### src/rtl/bsram_ctrl_pkg.sv
package bsram_ctrl_pkg;

  // Outcome of the strobe arbitration at one clock edge
  typedef enum logic [1:0] {
    START_NONE  = 2'd0,  // no strobe honoured: continue or stay idle
    START_PROC  = 2'd1,  // processor-strobed access begins
    START_CTRL  = 2'd2,  // controller-strobed access begins
    START_DESEL = 2'd3   // a strobe was honoured but the chip is not selected
  } start_e;

endpackage

### src/rtl/bsram_strobe_arb.sv
module bsram_strobe_arb
  import bsram_ctrl_pkg::*;
(
  input  logic   sel1_n,
  input  logic   sel2,
  input  logic   sel3_n,
  input  logic   pstb_n,
  input  logic   cstb_n,
  output start_e start_kind
);

  logic sel_ok;
  logic proc_hit;
  logic ctrl_hit;

  // all three selects must agree before any access may begin
  assign sel_ok   = ~sel1_n & sel2 & ~sel3_n;
  // processor strobe only counts while the first select is low
  assign proc_hit = ~pstb_n & ~sel1_n;
  // controller strobe loses to an honoured processor strobe
  assign ctrl_hit = ~cstb_n & ~proc_hit;

  always_comb begin
    start_kind = START_NONE;
    if (proc_hit) begin
      start_kind = sel_ok ? START_PROC : START_DESEL;
    end else if (ctrl_hit) begin
      start_kind = sel_ok ? START_CTRL : START_DESEL;
    end
  end

endmodule

### src/rtl/bsram_byte_wr_dec.sv
module bsram_byte_wr_dec #(
  parameter int NUM_BYTES = 4
) (
  input  logic                 gwr_n,
  input  logic                 bwr_en_n,
  input  logic [NUM_BYTES-1:0] bsel_n,
  output logic [NUM_BYTES-1:0] wr_mask,
  output logic                 wr_any
);

  // one lane per byte: global enable wins, else enable AND select
  for (genvar b = 0; b < NUM_BYTES; b++) begin : g_lane
    assign wr_mask[b] = ~gwr_n | (~bwr_en_n & ~bsel_n[b]);
  end

  assign wr_any = |wr_mask;

endmodule

### src/rtl/bsram_cycle_seq.sv
module bsram_cycle_seq
  import bsram_ctrl_pkg::*;
#(
  parameter int NUM_BYTES = 4
) (
  input  logic                 clk,
  input  logic                 rst_n,
  input  start_e               start_kind,
  input  logic                 adv_n,
  input  logic [NUM_BYTES-1:0] wr_mask,
  input  logic                 wr_any,
  output logic                 addr_load,
  output logic                 burst_adv,
  output logic                 rd_cycle,
  output logic [NUM_BYTES-1:0] wr_stb
);

  logic                 open_q;
  logic                 open_d;
  logic                 load_d;
  logic                 adv_d;
  logic                 rd_d;
  logic [NUM_BYTES-1:0] wr_d;

  always_comb begin
    open_d = open_q;
    load_d = 1'b0;
    adv_d  = 1'b0;
    rd_d   = 1'b0;
    wr_d   = '0;
    unique case (start_kind)
      START_PROC: begin
        // write inputs are not looked at on this edge
        open_d = 1'b1;
        load_d = 1'b1;
        rd_d   = 1'b1;
      end
      START_CTRL: begin
        open_d = 1'b1;
        load_d = 1'b1;
        wr_d   = wr_mask;
        rd_d   = ~wr_any;
      end
      START_DESEL: begin
        open_d = 1'b0;
      end
      default: begin
        if (open_q) begin
          adv_d = ~adv_n;
          wr_d  = wr_mask;
          rd_d  = ~wr_any;
        end
      end
    endcase
  end

  always_ff @(posedge clk or negedge rst_n) begin
    if (!rst_n) begin
      open_q    <= 1'b0;
      addr_load <= 1'b0;
      burst_adv <= 1'b0;
      rd_cycle  <= 1'b0;
      wr_stb    <= '0;
    end else begin
      open_q    <= open_d;
      addr_load <= load_d;
      burst_adv <= adv_d;
      rd_cycle  <= rd_d;
      wr_stb    <= wr_d;
    end
  end

endmodule

### src/rtl/bsram_access_ctrl.sv
module bsram_access_ctrl
  import bsram_ctrl_pkg::*;
#(
  parameter int NUM_BYTES = 4
) (
  input  logic                 clk,
  input  logic                 rst_n,
  input  logic                 sel1_n,
  input  logic                 sel2,
  input  logic                 sel3_n,
  input  logic                 pstb_n,
  input  logic                 cstb_n,
  input  logic                 adv_n,
  input  logic                 gwr_n,
  input  logic                 bwr_en_n,
  input  logic [NUM_BYTES-1:0] bsel_n,
  input  logic                 oe_n,
  output logic                 addr_load,
  output logic                 burst_adv,
  output logic [NUM_BYTES-1:0] wr_stb,
  output logic                 bus_oe
);

  start_e               start_kind;
  logic [NUM_BYTES-1:0] wr_mask;
  logic                 wr_any;
  logic                 rd_cycle;

  bsram_strobe_arb u_arb (
    .sel1_n     (sel1_n),
    .sel2       (sel2),
    .sel3_n     (sel3_n),
    .pstb_n     (pstb_n),
    .cstb_n     (cstb_n),
    .start_kind (start_kind)
  );

  bsram_byte_wr_dec #(.NUM_BYTES(NUM_BYTES)) u_wdec (
    .gwr_n    (gwr_n),
    .bwr_en_n (bwr_en_n),
    .bsel_n   (bsel_n),
    .wr_mask  (wr_mask),
    .wr_any   (wr_any)
  );

  bsram_cycle_seq #(.NUM_BYTES(NUM_BYTES)) u_seq (
    .clk        (clk),
    .rst_n      (rst_n),
    .start_kind (start_kind),
    .adv_n      (adv_n),
    .wr_mask    (wr_mask),
    .wr_any     (wr_any),
    .addr_load  (addr_load),
    .burst_adv  (burst_adv),
    .rd_cycle   (rd_cycle),
    .wr_stb     (wr_stb)
  );

  // drivers on only for a read with oe_n low; any write strobe forces them off
  assign bus_oe = rd_cycle & ~oe_n & ~(|wr_stb);

endmodule

### config.mk
export PLATFORM = sky130hd
export DESIGN_NAME = bsram_access_ctrl
export DESIGN_NICKNAME = d
export VERILOG_FILES = /design/src/rtl/bsram_ctrl_pkg.sv /design/src/rtl/bsram_strobe_arb.sv /design/src/rtl/bsram_byte_wr_dec.sv /design/src/rtl/bsram_cycle_seq.sv /design/src/rtl/bsram_access_ctrl.sv
export SDC_FILE = /design/constraint.sdc
export NUM_CORES = 1
export LEC_CHECK = 0
export ABC_AREA = 0
export CORE_AREA = 2 2 39 41
export CTS_BUF_LIST = sky130_fd_sc_hd__clkbuf_8
export DETAILED_ROUTE_END_ITERATION = 10
export DIE_AREA = 0 0 41 43
export PLACE_DENSITY = 0.73
export SETUP_SLACK_MARGIN = 0.02
export SLEW_MARGIN = 40
export SYNTH_ARGS = -nofsm -noshare
export SYNTH_HDL_FRONTEND = slang
export SYNTH_SLANG_ARGS = --single-unit
### constraint.sdc
create_clock -name clk -period 2.05 [get_ports clk]
set_clock_uncertainty 0.05 [all_clocks]
set_input_delay 0.41 -clock clk [delete_from_list [all_inputs] [get_ports clk]]
set_output_delay 0.41 -clock clk [all_outputs]
set_load 0.02 [all_outputs]
==> results of run 1 <==
## critical path, stage by stage
cell and delay, ns:
dlygate4sd2_1 0.23, or4b_4 0.48, nor3_2 0.16, buf_4 0.16
## cell type report
class,count,area share
flip-flops and latches,8,0.322
clock buffers,3,0.0664
well taps,16,0.0322
repair buffers,21,0.332
multi-input cells,20,0.247
## layer usage
layer  GRT usage  vias to the layer above  wire length (um)
met5           0                        -                 0
met4       0.100                        0                14
met3           0                        2                53
met2       0.138                       14               348
met1      0.0891                      133               259
li1            -                      152                 -
## worst max-delay path by stage
stage,from,endpoint,cells after the start
2_1_floorplan,u_seq.wr_stb[1],bus_oe,2
3_5_place_dp,oe_n,bus_oe,4
6_report,oe_n,bus_oe,4
5_1_grt,u_seq.wr_stb[0],bus_oe,3
3_3_place_gp,oe_n,bus_oe,4
4_1_cts,u_seq.wr_stb[0],bus_oe,3
## flip-flops by register name, indices dropped and copies added (netlist names)
register	cells
u_seq.wr_stb	4
u_seq.open_q	1
u_seq.addr_load	1
u_seq.burst_adv	1
u_seq.rd_cycle	1
## layout by cell type (no fill, tap or decap), drive strengths merged
cell type,Yosys,layout
clkdlybuf4s50,0,19
dfrtp,8,8
o21a,4,4
nor2,4,4
clkbuf,0,3
a21oi,2,2
nor4b,1,1
o211a,1,1
or3b,1,1
a41o,1,1
o211ai,1,1
o21ai,1,1
or4b,1,1
nor3,1,1
nor2b,1,1
or2,1,1
dlygate4sd2,0,1
buf,0,1
## metrics by stage
stage               utilization  instance area, um2  hold slack (ns)  setup slack [ns]  power (mW)
floorplan                     -                 350           0.0644             0.334       0.188
global placement          0.420                 581            0.599            -0.461       0.233
detailed placement        0.420                 581            0.604            -0.518       0.234
CTS                       0.449                 622            0.408             0.126       0.416
global route              0.449                 622            0.432            0.0785       0.428
finish                    0.449                 622            0.401             0.144       0.411
## power groups by stage
stage	registers, mW	clock network, mW	logic [mW]
finish	0.167	0.180	0.0647
global route	0.167	0.191	0.0701
CTS	0.167	0.184	0.0653
detailed placement	0.169	0	0.0653
global placement	0.169	0	0.0646
floorplan	0.173	0	0.0148
## logic make-up after synthesis
kind of cell / count (synthesis)
DFF: 8
and+or+nand+nor: 10
AOI/OAI and AO/OA: 10
## repair_timing
| item | 4_1_cts | 5_1_grt |
|---|---|---|
| hold buffers | 0 | 0 |
| endpoints found under the setup margin | 1 | 0 |
| resized for setup | 7 | 0 |
| setup buffers | 0 | 0 |
==> metrics.cfg, run 1 <==
[worst_setup_path]
r2r_setup_slack_ns=0.99
path_max_fanout=1
startpoint_type=primary input
crit_required_ns=1.59
r2r-start=u_seq.open_q
rr_worst_depth=3
cp-end-kind=primary output
critPathArrivalTime_ns=1.45
worstSetupPathType=primary input to primary output
r2r-end=u_seq.wr_stb[3]

[place]
portBuffers=21
dp_hpwl_um=574
dp.cells=65
gp_congestion=0.700

[sta]
fin_tns_setup_ns=0
period_share=0.930
rsz0062_at_grt=false
period_minus_slack_ns=1.91
max_freq_ghz=0.525
setup_viol=0
slew_violations=0
final-hold-violation-count=0
slew_headroom=0.784
tightestPinTransition_ns=0.322

[clocking]
clk_latency_ns=0.22
clkTransAtPathRegs_ns=0.04
htree_num_levels=1
numCtsBuffers=3
clkSinkCount=8
cts_root_buffer=clkbuf_8
cts_tree=done
clk_path_buf_depth=2

[run]
cap_viol_max_count=0

[yosys]
syn_inst=28
synthMuxAreaShare=0
synth_compound_area_frac=0.218
yosysMostFrequentCell=dfrtp_1
avgSynthCellArea_um2=12.5
synth_flop_cell=dfrtp_1
synth_top_family_by_area=compound AO/OA/AOI/OAI gates
synth.distinct_cells=15
syn_nets=43
synth-seq-cells=8
synth_fa_ha_area_frac=0
syn_area_um2=350
yosysSeqAreaShare=0.571
synth_edf_count=0
synthTopCellsByCount=dfrtp_1, nor2_1, o21a_1
synth_top_area_frac=0.571
async_reset_ff_frac=1.00
ys_warn_count=0
synth-xor-area-share=0
yosys.area_share.simple=0.211
yosys-top-cells-area=dfrtp_1, o21a_1, nor2_1
yosys.area.top_type=dfrtp_1

[floorplanning]
initial_core_util=0.253
coreArea_um2=1380
die_area_um2=1760
num_rows=14
io_pins=22
die_h_um=43
die_x_um=41

[cells_and_area]
num-fill-cells=144
layout.nets=69
layout-drive-gt1-share=0.173
regArea_um2=200
diodes=0
fin_cells=68
multiInputGateArea_um2=154
synthToLayoutAreaGrowth_pct=77.5

[pwr]
irDropWorstVdd_uv=180
power.switching_mw=0.0807
power_per_cell_area_nw_per_um2=662
power.internal_mw=0.331
seqPwrFrac=0.406
combPwrFrac=0.157
power.share.clock=0.437
leakage_nw=0.270
switching_share=0.196

[global_route]
antenna_found_initial=0
grt.total_usage=0.0870
grt.overflow.total=0
grt_max_degree=9
first_global_vias=300
grt_pass1_wl_mm=1.01

[detailed_routing]
vias_per_cell=4.43
drc_errors=0
drt_wl_total_um=676
drt-pass1-iter-count=2
antenna_left=0
wl_per_cell_um=9.94
via_count=301
drtIter0Drc=2

[status]
status=finished, final reports clean

[hold_path]
holdCritPathClass=primary input to async pin

No activity file was read; power rests on OpenSTA's default activity.
==> run 2: changes to the inputs <==
--- a/config.mk
+++ b/config.mk
@@ -10,6 +10,7 @@
 export CTS_BUF_LIST = sky130_fd_sc_hd__clkbuf_8
 export DETAILED_ROUTE_END_ITERATION = 10
 export DIE_AREA = 0 0 41 43
+export MAX_ROUTING_LAYER = met4
 export PLACE_DENSITY = 0.73
 export SETUP_SLACK_MARGIN = 0.02
 export SLEW_MARGIN = 40
==> results of run 2 <==
No change in the layout: final DEF, timing and power equal those of run 1.
Among the figures that moved: final weighted congestion in routability-driven placement 0.700 -> 0.707; overall routing resource usage 0.0870 -> 0.0892
==> run 3: changes to the inputs <==
--- a/config.mk
+++ b/config.mk
@@ -11,7 +11,7 @@
 export DETAILED_ROUTE_END_ITERATION = 10
 export DIE_AREA = 0 0 41 43
 export MAX_ROUTING_LAYER = met4
-export PLACE_DENSITY = 0.73
+export PLACE_DENSITY_LB_ADDON = 0.05
 export SETUP_SLACK_MARGIN = 0.02
 export SLEW_MARGIN = 40
 export SYNTH_ARGS = -nofsm -noshare
==> run 3 against run 2 <==
Compared with the run above: setup slack improved by 0.011 ns; power is 0.90% lower; die area did not move; final area unchanged; count of clock-buffer cells in the layout is the same; sequential power hardly changed.
==> metrics.cfg, run 3 (synthesis gave the netlist of run 1 again) <==
[status]
status=finished, final reports clean

[cells_and_area]
synthToLayoutAreaGrowth_pct=77.5  ; unchanged
fin_cells=68  ; unchanged
layout-drive-gt1-share=0.154  ; -0.0192
final_cell_mix=clkdlybuf4s50_1, dfrtp_1, o21a_1, nor2_1, clkbuf_8
num-fill-cells=143  ; -0.69%
largest_reg_flops=4  ; unchanged
mostFrequentLayoutCell=clkdlybuf4s50_1
diodes=0  ; unchanged
regMostFlops=u_seq.wr_stb
layout.nets=69  ; unchanged

[detailed_routing]
via_count=311  ; +3.3%
drtIter0Drc=3  ; +1
wl_per_cell_um=10.4  ; +4.9%
drc_errors=0  ; unchanged
vias_per_cell=4.57  ; +3.3%
drt_wl_total_um=709  ; +4.9%
antenna_left=0  ; unchanged
drt-pass1-iter-count=2  ; unchanged

[clocking]
numCtsBuffers=3  ; unchanged
clk_latency_ns=0.22  ; about the same
cts_tree=done
clkSinkCount=8  ; unchanged
cts_setup_buffers=0  ; unchanged
clkTransAtPathRegs_ns=0.04  ; about the same
cts_root_buffer=clkbuf_8
clk_path_buf_depth=2  ; unchanged
htree_num_levels=1  ; unchanged

[sta]
final-hold-violation-count=0  ; unchanged
slew_violations=0  ; unchanged
setup_slack_ns=0.155  ; +0.0114 ns
max_freq_ghz=0.528  ; +0.60%
slew_headroom=0.780  ; -0.00412
rsz0062_at_grt=false
fin_tns_setup_ns=0  ; unchanged
tightestPinTransition_ns=0.329  ; +0.00616 ns
period_share=0.924  ; -0.00557
period_minus_slack_ns=1.89  ; -0.0114 ns
setup_viol=0  ; unchanged

[floorplanning]
die_h_um=43  ; unchanged
die_x_um=41  ; unchanged
die_area_um2=1760  ; unchanged
io_pins=22  ; unchanged
num_rows=14  ; unchanged
coreArea_um2=1380  ; unchanged
initial_core_util=0.253  ; unchanged

[pwr]
leakage_nw=0.276  ; +2.1%
irDropWorstVdd_uv=245  ; +36%
power.total_mw=0.408  ; -0.90%
power_per_cell_area_nw_per_um2=656  ; -0.90%

[worst_setup_path]
path_max_fanout=2  ; +1
crit_required_ns=1.59  ; about the same
cp-end-kind=primary output
startpoint_type=register
worstSetupPathType=register to primary output
critPathArrivalTime_ns=1.43  ; -0.02 ns

[place]
portBuffers=21  ; unchanged
pre_cts_slack_ns=-0.479  ; +0.0387 ns
dp.cells=65  ; unchanged
gp_congestion=0.634

[global_route]
grt_pass1_wl_mm=1.19  ; +18%
grt.total_usage=0.116
grt_max_degree=9  ; unchanged
grt.overflow.total=0  ; unchanged
first_global_vias=307  ; +2.3%
antenna_found_initial=0  ; unchanged

[run]
cap_viol_max_count=0  ; unchanged

[hold_path]
holdCritPathClass=primary input to async pin

## run 3: critical path, stage by stage (launching register included)
cell	delay, ns
dfrtp_1	0.36
or4b_1	0.52
nor3_2	0.18
buf_4	0.16
## run 3: final timing paths
check	cells after the start	startpoint	slack, ns	endpoint
worst max register to register	3	u_seq.open_q	0.98	u_seq.wr_stb[2]
min in group clk	2	u_seq.open_q	0.62	u_seq.open_q
worst max-delay path	3	u_seq.wr_stb[1]	0.16	bus_oe
worst min register to register	2	u_seq.open_q	0.62	u_seq.open_q
worst min-delay path	1	rst_n	0.41	u_seq.open_q
max in group asynchronous	1	rst_n	1.30	u_seq.wr_stb[2]
## run 3: power by group
group	internal, mW	switching [mW]
registers	0.165	0.00248
logic	0.0397	0.0251
clock network	0.126	0.0497
## run 3: repair_timing
item	4_1_cts	5_1_grt
hold buffers	0	0
pin swaps	1	2
endpoints found under the setup margin	1	1
gates resized for setup	5	1
## run 3: cell type report
type	instances	area (um2)	share of cell area
Sequential cell	8	200	0.322
Tap cell	16	20.0	0.0322
Clock buffer	3	41.3	0.0664
Multi-Input combinational cell	20	150	0.241
Timing Repair Buffer	21	210	0.338
## run 3: metrics by stage
| stage | cell area [um2] | utilization | hold slack (ns) |
|---|---|---|---|
| 2_1_floorplan | 350 | - | 0.0644 |
| 3_3_place_gp | 581 | 0.420 | 0.605 |
| 3_5_place_dp | 581 | 0.420 | 0.620 |
| 4_1_cts | 619 | 0.448 | 0.412 |
| 5_1_grt | 622 | 0.449 | 0.423 |
| 6_report | 622 | 0.449 | 0.408 |
## run 3: metal layers
metal,GRT usage,share of wire,vias up,routed length [um]
li1,-,-,156,-
met1,0.113,0.39,136,275
met2,0.150,0.49,19,350
met3,0.0471,0.12,0,83
met4,0.140,0,0,0
met5,-,0,-,0
